$ cat config.mk
export PLATFORM = sky130hd
export DESIGN_NAME = rot_rename
export DESIGN_NICKNAME = d
export VERILOG_FILES = /design/src/rtl/rot_rename.sv
export SDC_FILE = /design/constraint.sdc
export NUM_CORES = 1
export LEC_CHECK = 0
export ABC_AREA = 1
export CAP_MARGIN = 20
export CORE_AREA = 3 3 119 121
export DETAILED_ROUTE_END_ITERATION = 16
export DIE_AREA = 0 0 122 124
export DONT_BUFFER_PORTS = 1
export GPL_TIMING_DRIVEN = 0
export PLACE_DENSITY = 0.62
export RECOVER_POWER = 25
export SETUP_SLACK_MARGIN = 0.3
export SLEW_MARGIN = 15
export SYNTH_ARGS = -nofsm -noshare
export SYNTH_HDL_FRONTEND = slang
export SYNTH_SLANG_ARGS = --single-unit
export TNS_END_PERCENT = 50
$ cat constraint.sdc
create_clock -name clk -period 3.38 [get_ports clk]
set_input_delay 0.676 -clock clk [delete_from_list [all_inputs] [get_ports clk]]
set_output_delay 0.676 -clock clk [all_outputs]
set_load 0.01 [all_outputs]
$ cat src/rtl/rot_rename.sv
module rot_rename #(
  parameter int CNT_W    = 16,
  parameter int GR_BASE  = 32,
  parameter int GR_CMAX  = 12,
  parameter int FR_BASE  = 32,
  parameter int FR_SIZE  = 96,
  parameter int PR_BASE  = 16,
  parameter int PR_SIZE  = 48
) (
  input  logic             clk,
  input  logic             rst_n,
  input  logic             size_we,
  input  logic [3:0]       size_in,
  input  logic             cnt_we,
  input  logic [CNT_W-1:0] cnt_in,
  input  logic             loop_br,
  output logic             taken,
  input  logic [6:0]       gr_rd_a,
  input  logic [6:0]       gr_wr_a,
  input  logic [6:0]       fr_rd_a,
  input  logic [6:0]       fr_wr_a,
  input  logic [5:0]       pr_rd_a,
  input  logic [5:0]       pr_wr_a,
  output logic [6:0]       gr_rd_p,
  output logic [6:0]       gr_wr_p,
  output logic [6:0]       fr_rd_p,
  output logic [6:0]       fr_wr_p,
  output logic [5:0]       pr_rd_p,
  output logic [5:0]       pr_wr_p
);

  localparam logic [6:0] GB = 7'(GR_BASE);
  localparam logic [6:0] FB = 7'(FR_BASE);
  localparam logic [6:0] FS = 7'(FR_SIZE);
  localparam logic [6:0] PB = 7'(PR_BASE);
  localparam logic [6:0] PS = 7'(PR_SIZE);

  logic [3:0]       gcode;
  logic [6:0]       g_rrb, f_rrb, p_rrb;
  logic [CNT_W-1:0] cnt;
  logic [6:0]       gsize;
  logic             rot, size_ok;

  assign gsize   = {gcode, 3'b000};
  assign rot     = loop_br && (cnt != '0);
  assign taken   = rot;
  assign size_ok = size_we && (size_in <= 4'(GR_CMAX));

  function automatic logic [6:0] remap(input logic [6:0] a, input logic [6:0] base,
                                       input logic [6:0] size, input logic [6:0] rrb);
    logic [7:0] off;
    if (size == '0 || a < base || {1'b0, a} >= {1'b0, base} + {1'b0, size})
      return a;
    off = {1'b0, a - base} + {1'b0, rrb};
    if (off >= {1'b0, size}) off = off - {1'b0, size};
    return base + off[6:0];
  endfunction

  function automatic logic [6:0] step(input logic [6:0] r, input logic [6:0] size);
    if (size == '0) return '0;
    return (r == '0) ? size - 7'd1 : r - 7'd1;
  endfunction

  logic [6:0] pr_rd_w, pr_wr_w;
  assign gr_rd_p = remap(gr_rd_a, GB, gsize, g_rrb);
  assign gr_wr_p = remap(gr_wr_a, GB, gsize, g_rrb);
  assign fr_rd_p = remap(fr_rd_a, FB, FS, f_rrb);
  assign fr_wr_p = remap(fr_wr_a, FB, FS, f_rrb);
  assign pr_rd_w = remap({1'b0, pr_rd_a}, PB, PS, p_rrb);
  assign pr_wr_w = remap({1'b0, pr_wr_a}, PB, PS, p_rrb);
  assign pr_rd_p = pr_rd_w[5:0];
  assign pr_wr_p = pr_wr_w[5:0];

  always_ff @(posedge clk) begin
    if (!rst_n) begin
      gcode <= '0;
      g_rrb <= '0;
      f_rrb <= '0;
      p_rrb <= '0;
      cnt   <= '0;
    end else begin
      if (size_ok) begin
        gcode <= size_in;
        g_rrb <= '0;
        f_rrb <= '0;
        p_rrb <= '0;
      end else if (rot) begin
        g_rrb <= step(g_rrb, gsize);
        f_rrb <= step(f_rrb, FS);
        p_rrb <= step(p_rrb, PS);
      end
      if (cnt_we)   cnt <= cnt_in;
      else if (rot) cnt <= cnt - 1'b1;
    end
  end

  assert_clear_on_size_R8: assert property (@(posedge clk) disable iff (!rst_n)
    (size_we && size_in <= 4'(GR_CMAX)) |=> (g_rrb == '0 && f_rrb == '0 && p_rrb == '0));

  assert_fr_rotate_R4: assert property (@(posedge clk) disable iff (!rst_n)
    (loop_br && cnt != '0 && !size_we) |=>
      (f_rrb == (($past(f_rrb) == '0) ? FS - 7'd1 : $past(f_rrb) - 7'd1)));

  assert_cnt_dec_R4: assert property (@(posedge clk) disable iff (!rst_n)
    (loop_br && cnt != '0 && !cnt_we) |=> (cnt == $past(cnt) - 1'b1));

  assert_hold_on_zero_R5: assert property (@(posedge clk) disable iff (!rst_n)
    (loop_br && cnt == '0 && !size_we && !cnt_we) |=>
      ($stable(f_rrb) && $stable(p_rrb) && $stable(g_rrb) && cnt == '0));

  assert_ignore_code_R7: assert property (@(posedge clk) disable iff (!rst_n)
    (size_we && size_in > 4'(GR_CMAX) && !loop_br) |=> ($stable(gcode) && $stable(g_rrb)));

  assert_rrb_range_R3: assert property (@(posedge clk) disable iff (!rst_n)
    (f_rrb < FS) && (p_rrb < PS) && (g_rrb < gsize || g_rrb == '0));

  always_comb begin
    if (rst_n && fr_rd_a < FB)
      assert_low_pass_R2: assert (fr_rd_p == fr_rd_a);
  end

endmodule

==> reports/qor.json, run 1 <==
{
  "clocking": {
    "cts-root-buf": "clkbuf_16",
    "clkTransAtPathRegs_ns": 0.06,
    "cts-buffers-inserted": 5,
    "clkSinkCount": 41,
    "cts-root-to-sink-buffers": 2,
    "worstSkewPairLatency_ns": 0.28,
    "cts_htree_levels": 2,
    "tritoncts": "done",
    "cts_hold_buffers": 0
  },
  "power": {
    "intPower_uw": 1511,
    "totalPowerFinal_uw": 2764,
    "power.density_cell_area_nw_per_um2": 383.8,
    "pwr-share-seq": 0.214,
    "p_clk_frac": 0.183,
    "max-vdd-ir-drop_uv": 213.9,
    "static-leakage-power_uw": 0.003645,
    "p_sw_frac": 0.4532,
    "power.switching_uw": 1252,
    "power.combinational.fraction": 0.603
  },
  "placed_design": {
    "placer_congestion_estimate": 0.8644,
    "buffer_ports.inserted": 0,
    "detailedPlace.worstSlack_ns": -0.3035,
    "dp_hpwl_um": 11750,
    "cell_area_reported_after_detailed_placement_sq_um": 6110
  },
  "final_layout": {
    "fraction_of_final_layout_cells_with_drive_strength_greater_than_1": 0.1969,
    "sequential_cell_area_sq_um": 850.8,
    "layout_commonest_cell": "nand2_1",
    "n_fill_cell": 1377,
    "most_used_cells_in_the_layout_excluding_fill_and_tap_cells": "nand2_1 (308), inv_1 (142), nand3_1 (64)",
    "design.final.nets": 1187,
    "multi_input_comb_area_sq_um": 4996,
    "stdcell_area_sq_um": 7201,
    "synthToLayoutAreaGrowth_pct": 23.02,
    "antenna_cells_inserted": 0
  },
  "sta": {
    "worst_slew_margin_rel": 0.5735,
    "fin_ws_ns": -0.1719,
    "fmax_ghz": 0.2815,
    "final_max_slew_viols": 0,
    "period_minus_slack_ns": 3.552,
    "clock_skews_ns": 0.003919,
    "grt_setup_unrepaired": "yes",
    "final.period_utilization": 1.051,
    "final-hold-violation-count": 0,
    "final.setup.tns_ns": -0.7024,
    "tightest_slew_ns": 0.6375,
    "setup_viol": 8
  },
  "worst_setup_path": {
    "timing.critical_path.arrival_ns": 2.88,
    "critPathLaunchType": "flop",
    "critical_path.endpoint_type": "primary output",
    "timing.reg2reg.worst_path_depth": 11,
    "path_type_of_the_worst_setup_path": "reg2out",
    "cp_data_required_time_ns": 2.70,
    "crit_path_max_fanout": 7,
    "crit_path_max_incr_delay_ns": 0.40,
    "crit_path_top_delay_cell": "dfxtp_4",
    "list_of_cells_traversed_by_the_critical_path": "ha_4, inv_2, fa_2, inv_4, a21oi_4, xor2_2, inv_2, ha_4, nand2_2, nor2_2, nor2_2, nor2_2, nor2_4, nand2_4, nand2_2, nand2_1, nand2_1, nand3_2, nand2_2"
  },
  "floorplanning": {
    "die-width_um": 122,
    "fp.dieArea_sq_um": 15130,
    "initial_cell_density_of_the_core": 0.4437,
    "placeableCoreArea_sq_um": 13190,
    "i_o_pins": 106,
    "num_rows": 42,
    "die_h_um": 124
  },
  "detailed_routing": {
    "drt_drc_violations_left": 0,
    "antenna_violating_nets_post_route": 0,
    "drt-vias-per-instance": 5.105,
    "wire_per_inst_um": 13.24,
    "finalWirelength_um": 16110,
    "drt_first_pass_iters": 5,
    "dr_total_vias": 6213,
    "initialDrtViolationCount": 269
  },
  "global_route": {
    "first_global_vias": 5524,
    "antenna_found_initial": 0,
    "global_route.usage.total": 0.2017,
    "globalRoute.totalOverflow": 0,
    "grt_start_max_net_pins": 13,
    "grt_first_pass_wirelength_um": 25520
  },
  "synthesis": {
    "synth.lib_cells_used.distinct": 38,
    "yosys_register_bits": 41,
    "synthesis.area_per_instance_sq_um": 5.865,
    "synth.cell_area_sq_um": 5853,
    "syn_nets": 1145,
    "ys.warnings.count": 0,
    "synth_seq_area_share": 0.1402,
    "syn_inst": 998
  },
  "run_status": {
    "violations": "setup timing",
    "result_of_the_run": "finished with violations"
  },
  "hold_path": {
    "min_path_cells": 2,
    "worst_hold_path_type": "reg2reg"
  },
  "run": {
    "number_of_maximum_capacitance_constraint_violations": 0
  }
}
[per-layer routing]
layer  global-route usage  wire, um  vias to the layer above
met2               0.3491      7768                      130
li1                     -         -                     3289
met3              0.02634       742                       14
met1               0.2743      7412                     2780
met4              0.03081       184                        0
met5                    0         0                        -
[area by class of cell]
type,count,share of cell area
Timing Repair Buffer,35,0.03858
Buffer,16,0.01182
Clock buffer,7,0.02120
Tap cell,176,0.03058
Sequential cell,41,0.1182
Multi-Input combinational cell,783,0.6938
Inverter,158,0.08514
Clock inverter,1,0.0006950
[registers in the layout, summed over array words and instances, names as in the netlist]
| signal | flops |
|---|---|
| f_rrb | 7 |
| gcode | 4 |
| p_rrb | 7 |
| g_rrb | 7 |
| cnt | 16 |
[worst paths after layout]
kind | start | to | slack, ns
hold reg to reg | cnt[5] | cnt[5] | 0.50
setup / recovery | g_rrb[0] | gr_rd_p[6] | -0.17
hold / removal | cnt[5] | cnt[5] | 0.50
setup reg to reg | cnt[0] | cnt[7] | 1.21
[power groups by stage]
stage	sequential, uW	clock, uW	combinational (uW)
after floorplan	574	0	1080
final	591	505	1670
after detailed placement	595	0	1290
after global routing	598	542	1890
after global placement	595	0	1290
after CTS	587	518	1480
[metrics by stage]
stage               hold WS [ns]  cells  utilization
floorplan                 0.4613    998            -
detailed placement        0.4864   1174       0.4632
global placement          0.4841   1174       0.4632
global route              0.5347   1217       0.5459
CTS                       0.4949   1206       0.5157
finish                    0.4950   1217       0.5459
[critical path: cells and delay by family (launching register included)]
family	cells	cell delay (ns)
xor gates and xnor gates	1	0.23
AOI/OAI and AO/OA	1	0.06
buffers and inverters	3	0.21
and+or+nand+nor	11	0.96
adders and majority gates	3	0.73
DFF	1	0.40
[synthesized netlist by cell type]
cell type | number | share of area
a21boi_0 | 1 | 0.0013
a21o_1 | 2 | 0.0026
a21oi_1 | 68 | 0.058
a31o_2 | 3 | 0.0045
a31oi_1 | 4 | 0.0043
and3_1 | 1 | 0.0011
buf_2 | 2 | 0.0017
buf_6 | 4 | 0.0077
buf_8 | 1 | 0.0026
clkbuf_1 | 9 | 0.0058
dfxtp_1 | 41 | 0.14
fa_1 | 8 | 0.027
ha_1 | 74 | 0.16
inv_1 | 156 | 0.10
inv_2 | 2 | 0.0013
nand2_1 | 336 | 0.22
nand2_2 | 2 | 0.0021
nand2_4 | 2 | 0.0038
nand3_1 | 76 | 0.065
nand3_2 | 1 | 0.0017
nand3b_1 | 3 | 0.0038
nand4_1 | 20 | 0.021
nor2_1 | 68 | 0.044
nor2_2 | 5 | 0.0053
nor2_4 | 2 | 0.0038
nor3_1 | 6 | 0.0051
nor3_2 | 1 | 0.0017
nor4_1 | 2 | 0.0021
nor4_2 | 1 | 0.0021
o2111ai_1 | 1 | 0.0015
o21a_1 | 2 | 0.0026
o21ai_0 | 46 | 0.039
o21ai_1 | 11 | 0.0094
o22ai_1 | 1 | 0.0011
o311ai_0 | 1 | 0.0015
or2_2 | 4 | 0.0043
xnor2_1 | 10 | 0.015
xor2_1 | 21 | 0.031
[timing repair]
action,4_1_cts,5_1_grt
setup endpoints to repair,18,20
gates resized for setup,80,88
pin swaps,25,37
setup buffers,24,11
[cells by family after synthesis]
kind of cell	after synthesis	share of synthesized area
compound gates	140	0.1261
xor+xnor	31	0.04639
fa+ha+maj	82	0.1855
buf+inv	174	0.1191
flops	41	0.1402
simple gates	530	0.3826
Note: power is estimated with default switching activity, not from simulation.
==> run 2: changes to the inputs <==
- ABC_CLOCK_PERIOD_IN_PS: default -> 3380
- PLACE_DENSITY: 0.62 -> default
- PLACE_DENSITY_LB_ADDON: default -> 0.08
==> run 2 against run 1 <==
Compared with the run above: final area fell by 2.9%; worst hold slack is essentially flat; combinational power shrank 7%; the flow still finishes with violations (setup timing); highest routed layer unchanged; power decreased by 4.2%; largest cell class unchanged.
==> reports/qor.json, run 2 (synthesis gave the netlist of run 1 again) <==
{
  "sta": {
    "clock_skews_ns": 0.005981,
    "worst_slew_margin_rel": 0.6203,
    "setup_viol": 8,
    "grt_setup_unrepaired": "yes",
    "fin_ws_ns": -0.1624,
    "final_max_slew_viols": 0,
    "fmax_ghz": 0.2823,
    "final.period_utilization": 1.048,
    "tightest_slew_ns": 0.5674,
    "final-hold-violation-count": 0,
    "period_minus_slack_ns": 3.542
  },
  "detailed_routing": {
    "drt_first_pass_iters": 5,
    "drt_drc_violations_left": 0,
    "dr_total_vias": 6102,
    "antenna_violating_nets_post_route": 0,
    "drt-vias-per-instance": 5.043,
    "wire_per_inst_um": 12.88,
    "finalWirelength_um": 15590,
    "initialDrtViolationCount": 230
  },
  "placed_design": {
    "buffer_ports.inserted": 0,
    "numPlacedInstances": 1174,
    "placer_congestion_estimate": 0.8990,
    "dp_hpwl_um": 11900
  },
  "floorplanning": {
    "num_rows": 42,
    "initial_cell_density_of_the_core": 0.4437,
    "placeableCoreArea_sq_um": 13190,
    "die_h_um": 124,
    "die-width_um": 122,
    "i_o_pins": 106,
    "fp.dieArea_sq_um": 15130
  },
  "final_layout": {
    "fin_cells": 1210,
    "layout_commonest_cell": "nand2_1",
    "n_fill_cell": 1403,
    "fraction_of_final_layout_cells_with_drive_strength_greater_than_1": 0.1634,
    "antenna_cells_inserted": 0,
    "design.final.nets": 1180,
    "most_used_cells_in_the_layout_excluding_fill_and_tap_cells": "nand2_1 (319), inv_1 (144), nand3_1 (67)",
    "synthToLayoutAreaGrowth_pct": 19.43,
    "largest_register_ffs": 16,
    "finalCoreUtilization": 0.5300,
    "max_flop_register": "cnt"
  },
  "worst_setup_path": {
    "worst-r2r-setup-slack_ns": 1.11,
    "critPathLaunchType": "flop",
    "crit_path_max_fanout": 2,
    "cp_data_required_time_ns": 2.70,
    "critical_path.endpoint_type": "primary output",
    "path_type_of_the_worst_setup_path": "reg2out",
    "timing.critical_path.arrival_ns": 2.87
  },
  "clocking": {
    "clkTransAtPathRegs_ns": 0.06,
    "cts-root-buf": "clkbuf_16",
    "clkSinkCount": 41,
    "cts-root-to-sink-buffers": 2,
    "cts_hold_buffers": 0,
    "worstSkewPairLatency_ns": 0.28,
    "cts_htree_levels": 2,
    "tritoncts": "done",
    "cts-buffers-inserted": 5
  },
  "global_route": {
    "antenna_found_initial": 0,
    "grt_first_pass_wirelength_um": 25090,
    "globalRoute.totalOverflow": 0,
    "first_global_vias": 5437,
    "global_route.usage.total": 0.2007,
    "grt_start_max_net_pins": 13
  },
  "run_status": {
    "result_of_the_run": "finished with violations",
    "violations": "setup timing"
  },
  "power": {
    "power.density_cell_area_nw_per_um2": 378.7,
    "static-leakage-power_uw": 0.003606,
    "max-vdd-ir-drop_uv": 229.5
  },
  "hold_path": {
    "worst_hold_path_type": "reg2reg"
  },
  "run": {
    "number_of_maximum_capacitance_constraint_violations": 0
  }
}
## run 2: cell count changes in the layout (fill, tap and decap cells not counted), moves of 4 or more
cell     change
nand2_1     +11
nor2_4       -4
ha_4         -6
nand2_2     -10
buf_4        -7
ha_1         +5
a21oi_2      -5
a21oi_1      +4
## run 2: path summary, 6_finish.rpt
check	start	end	cells after the start
worst max register to register	cnt[0]	cnt[12]	11
worst max-delay path	g_rrb[0]	gr_rd_p[6]	17
worst min-delay path	cnt[5]	cnt[5]	2
worst min register to register	cnt[5]	cnt[5]	2
## run 2: worst max-delay path: stages, from the launching register on
cell,delay (ns)
dfxtp_4,0.36
buf_6,0.12
ha_4,0.13
inv_2,0.03
fa_2,0.33
inv_2,0.09
a21oi_4,0.07
xor2_2,0.23
inv_2,0.08
buf_4,0.14
fa_1,0.39
xor2_1,0.20
inv_1,0.06
nand2_1,0.08
nand2_2,0.06
nand2_1,0.06
nand3_2,0.06
nand2_2,0.09
## run 2: final cells by class
cell class                      count  area, sq um  area share
Clock inverter                      1        5.005   0.0007159
Sequential cell                    41        845.8      0.1210
Tap cell                          176        220.2     0.03150
Buffer                             16        77.57     0.01110
Inverter                          158        606.8     0.08681
Clock buffer                        7        152.6     0.02184
Multi-Input combinational cell    783         4848      0.6936
Timing Repair Buffer               28        234.0     0.03347
## run 2: metrics by stage
step                hold WS [ns]  setup slack [ns]  area (sq um)  power, uW   TNS, ns
floorplan                 0.4613          -0.04658          5889       1653  -0.07382
global placement          0.4895           -0.3143          6110       1892    -2.357
detailed placement        0.4903           -0.3188          6110       1888    -2.384
CTS                       0.4991           -0.1717          6701       2526   -0.7376
global route              0.5201           -0.3442          6990       2915    -2.270
finish                    0.4953           -0.1624          6990       2647   -0.9511
## run 2: per-layer routing
layer / global-route usage / vias to the layer above / part of all wire
met3: 0.03134 / 12 / 0.044
met4: 0.03501 / 0 / 0.0080
met5: 0 / - / 0
li1: - / 3281 / -
met1: 0.2664 / 2704 / 0.47
met2: 0.3494 / 105 / 0.47
## run 2: what timing repair did
item,CTS,global route
setup endpoints to repair,18,20
setup buffers,17,11
resized for setup,58,69
pin swaps,17,18
## run 2: power by group
| group | leakage, uW | internal (uW) | switching, uW | total (uW) |
|---|---|---|---|---|
| registers | 0.000344 | 525 | 64.6 | 590 |
| logic | 0.00318 | 614 | 936 | 1550 |
| clock network | 0.0000799 | 313 | 194 | 507 |
==> run 3: changes to the inputs <==
- CELL_PAD_IN_SITES_DETAIL_PLACEMENT: default -> 0
- CELL_PAD_IN_SITES_GLOBAL_PLACEMENT: default -> 1
- CORE_AREA: 3 3 119 121 -> 3 3 124 126
- DIE_AREA: 0 0 122 124 -> 0 0 127 129
==> run 3 against run 2 <==
Compared with the run above: the flow still finishes with violations (setup timing); sequential power about the same; global-route usage down 1.3 points; via count fell by 0.36%; first-iteration DRC count shrank 7.8%; combinational power is 6% higher; clock power down 6.7%; critical path type unchanged; critical endpoint is now gr_wr_p[6]; highest routed layer unchanged.
==> reports/qor.json, run 3 (synthesis gave the netlist of run 1 again) <==
{
  "detailed_routing": {
    "drt_drc_violations_left": 0,
    "dr_total_vias": 6080,
    "finalWirelength_um": 16070,
    "antenna_violating_nets_post_route": 0,
    "drt-vias-per-instance": 5.004,
    "drt_first_pass_iters": 4,
    "initialDrtViolationCount": 212,
    "wire_per_inst_um": 13.22
  },
  "final_layout": {
    "sequential_cell_area_sq_um": 855.8,
    "antenna_cells_inserted": 0,
    "synthToLayoutAreaGrowth_pct": 21.48,
    "fraction_of_final_layout_cells_with_drive_strength_greater_than_1": 0.1833,
    "finalCoreUtilization": 0.4930,
    "max_flop_register": "cnt",
    "stdcell_area_sq_um": 7111,
    "largest_register_ffs": 16,
    "multi_input_comb_area_sq_um": 4976,
    "n_fill_cell": 1559,
    "fin_cells": 1215,
    "most_used_cells_in_the_layout_excluding_fill_and_tap_cells": "nand2_1 (318), inv_1 (142), nand3_1 (63)",
    "layout_commonest_cell": "nand2_1",
    "design.final.nets": 1177
  },
  "power": {
    "power.density_cell_area_nw_per_um2": 380.3,
    "max-vdd-ir-drop_uv": 187.0,
    "static-leakage-power_uw": 0.003584
  },
  "run": {
    "number_of_maximum_capacitance_constraint_violations": 0
  },
  "worst_setup_path": {
    "r2r_end": "f_rrb[2]",
    "critical_path.startpoint": "g_rrb[0]",
    "path_type_of_the_worst_setup_path": "reg2out",
    "critical_path.most_common_cell": "nor2_4",
    "worstReg2RegStart": "cnt[0]",
    "crit_path_max_incr_delay_ns": 0.41,
    "timing.reg2reg.worst_path_depth": 10,
    "cpLargestDelayFamily": "adder cells",
    "crit_path_top_delay_cell": "dfxtp_4",
    "list_of_cells_traversed_by_the_critical_path": "ha_4, inv_2, fa_2, inv_2, a21oi_2, xor2_1, inv_1, ha_4, nand2_4, nor2_4, nor2_4, nor2_4, nor2_4, buf_6, nand3_4, nand2_4, nand2_2, nand3_2, nand2_2",
    "cp_data_required_time_ns": 2.70,
    "crit_path_max_fanout": 5,
    "path_buf_inv": 4,
    "critical_path_cell_count": 19,
    "critPathLaunchType": "flop",
    "timing.critical_path.arrival_ns": 2.90,
    "worst-r2r-setup-slack_ns": 1.16,
    "critPathCapture": "gr_wr_p[6]",
    "critical_path.endpoint_type": "primary output"
  },
  "clocking": {
    "cts-root-buf": "clkbuf_16",
    "cts_htree_levels": 2,
    "worstSkewPairLatency_ns": 0.28,
    "cts_hold_buffers": 0,
    "clkTransAtPathRegs_ns": 0.06,
    "tritoncts": "done",
    "clkSinkCount": 41,
    "cts-root-to-sink-buffers": 2,
    "cts-buffers-inserted": 5
  },
  "global_route": {
    "antenna_found_initial": 0,
    "globalRoute.totalOverflow": 0,
    "grt_first_pass_wirelength_um": 25960,
    "global_route.usage.total": 0.1878,
    "first_global_vias": 5506,
    "grt_start_max_net_pins": 14
  },
  "floorplanning": {
    "die_h_um": 129,
    "num_rows": 44,
    "placeableCoreArea_sq_um": 14420,
    "fp.dieArea_sq_um": 16380,
    "i_o_pins": 106,
    "die-width_um": 127,
    "initial_cell_density_of_the_core": 0.4058
  },
  "placed_design": {
    "placer_congestion_estimate": 0.8381,
    "cell_area_reported_after_detailed_placement_sq_um": 6120,
    "numPlacedInstances": 1182,
    "dp_hpwl_um": 12480,
    "detailedPlace.worstSlack_ns": -0.3336,
    "buffer_ports.inserted": 0
  },
  "sta": {
    "worst_slew_margin_rel": 0.5705,
    "grt_setup_unrepaired": "yes",
    "clock_skews_ns": 0.007259,
    "period_minus_slack_ns": 3.580,
    "final.period_utilization": 1.059,
    "setup_viol": 8,
    "final-hold-violation-count": 0,
    "fin_ws_ns": -0.1995,
    "final_max_slew_viols": 0,
    "fmax_ghz": 0.2794,
    "tightest_slew_ns": 0.6419
  },
  "hold_path": {
    "min_path_cells": 2,
    "worst_hold_path_type": "reg2reg"
  },
  "run_status": {
    "violations": "setup timing",
    "result_of_the_run": "finished with violations"
  }
}
run 3: report_power, final:
group          internal (uW)  switching (uW)  total, uW
sequential               524            69.2        593
combinational            670             968       1640
clock                    271             202        473
total                   1470            1240       2700
run 3: worst reg2reg max path, stage by stage, from the launching register on:
cell	delay (ns)
dfxtp_1	0.38
inv_1	0.07
ha_1	0.22
nand2_1	0.16
nor2_1	0.12
nand2_2	0.10
nand2_1	0.21
inv_1	0.15
clkbuf_1	0.42
o21ai_0	0.19
a21oi_1	0.15
run 3: metal layers:
layer / up-vias / GRT usage / share of wire
met5: - / 0 / 0
met4: 0 / 0.02145 / 0.0061
met3: 10 / 0.02159 / 0.039
met2: 98 / 0.3294 / 0.48
met1: 2684 / 0.2566 / 0.47
li1: 3288 / - / -
run 3: worst min-delay path by stage:
stage | from | endpoint | slack (ns)
after floorplan | cnt[5] | cnt[5] | 0.46
after global placement | cnt[5] | cnt[5] | 0.48
after detailed placement | cnt[5] | cnt[5] | 0.49
after CTS | cnt[5] | cnt[5] | 0.49
after global routing | cnt[5] | cnt[5] | 0.52
final | cnt[5] | cnt[5] | 0.50
run 3: layout make-up:
type | instances | area share
Tap cell | 184 | 0.03238
Multi-Input combinational cell | 783 | 0.6998
Clock inverter | 3 | 0.002463
Buffer | 16 | 0.01355
Timing Repair Buffer | 25 | 0.02903
Sequential cell | 41 | 0.1204
Clock buffer | 5 | 0.01760
Inverter | 158 | 0.08481
run 3: metrics by stage:
| stage | setup TNS, ns | total power [uW] | hold WS, ns |
|---|---|---|---|
| after CTS | -1.619 | 2464 | 0.4939 |
| after global routing | -2.063 | 2971 | 0.5179 |
| final | -0.8003 | 2704 | 0.4966 |
| after global placement | -2.631 | 1910 | 0.4836 |
| after detailed placement | -2.422 | 1903 | 0.4852 |
| after floorplan | -0.07382 | 1653 | 0.4613 |
run 3: timing repair:
| item | in CTS | in global routing |
|---|---|---|
| gates cloned | 0 | 0 |
| gates resized for setup | 38 | 125 |
| buffers inserted | 10 | 15 |
| endpoints found under the setup margin | 18 | 21 |
| pin swaps | 13 | 42 |
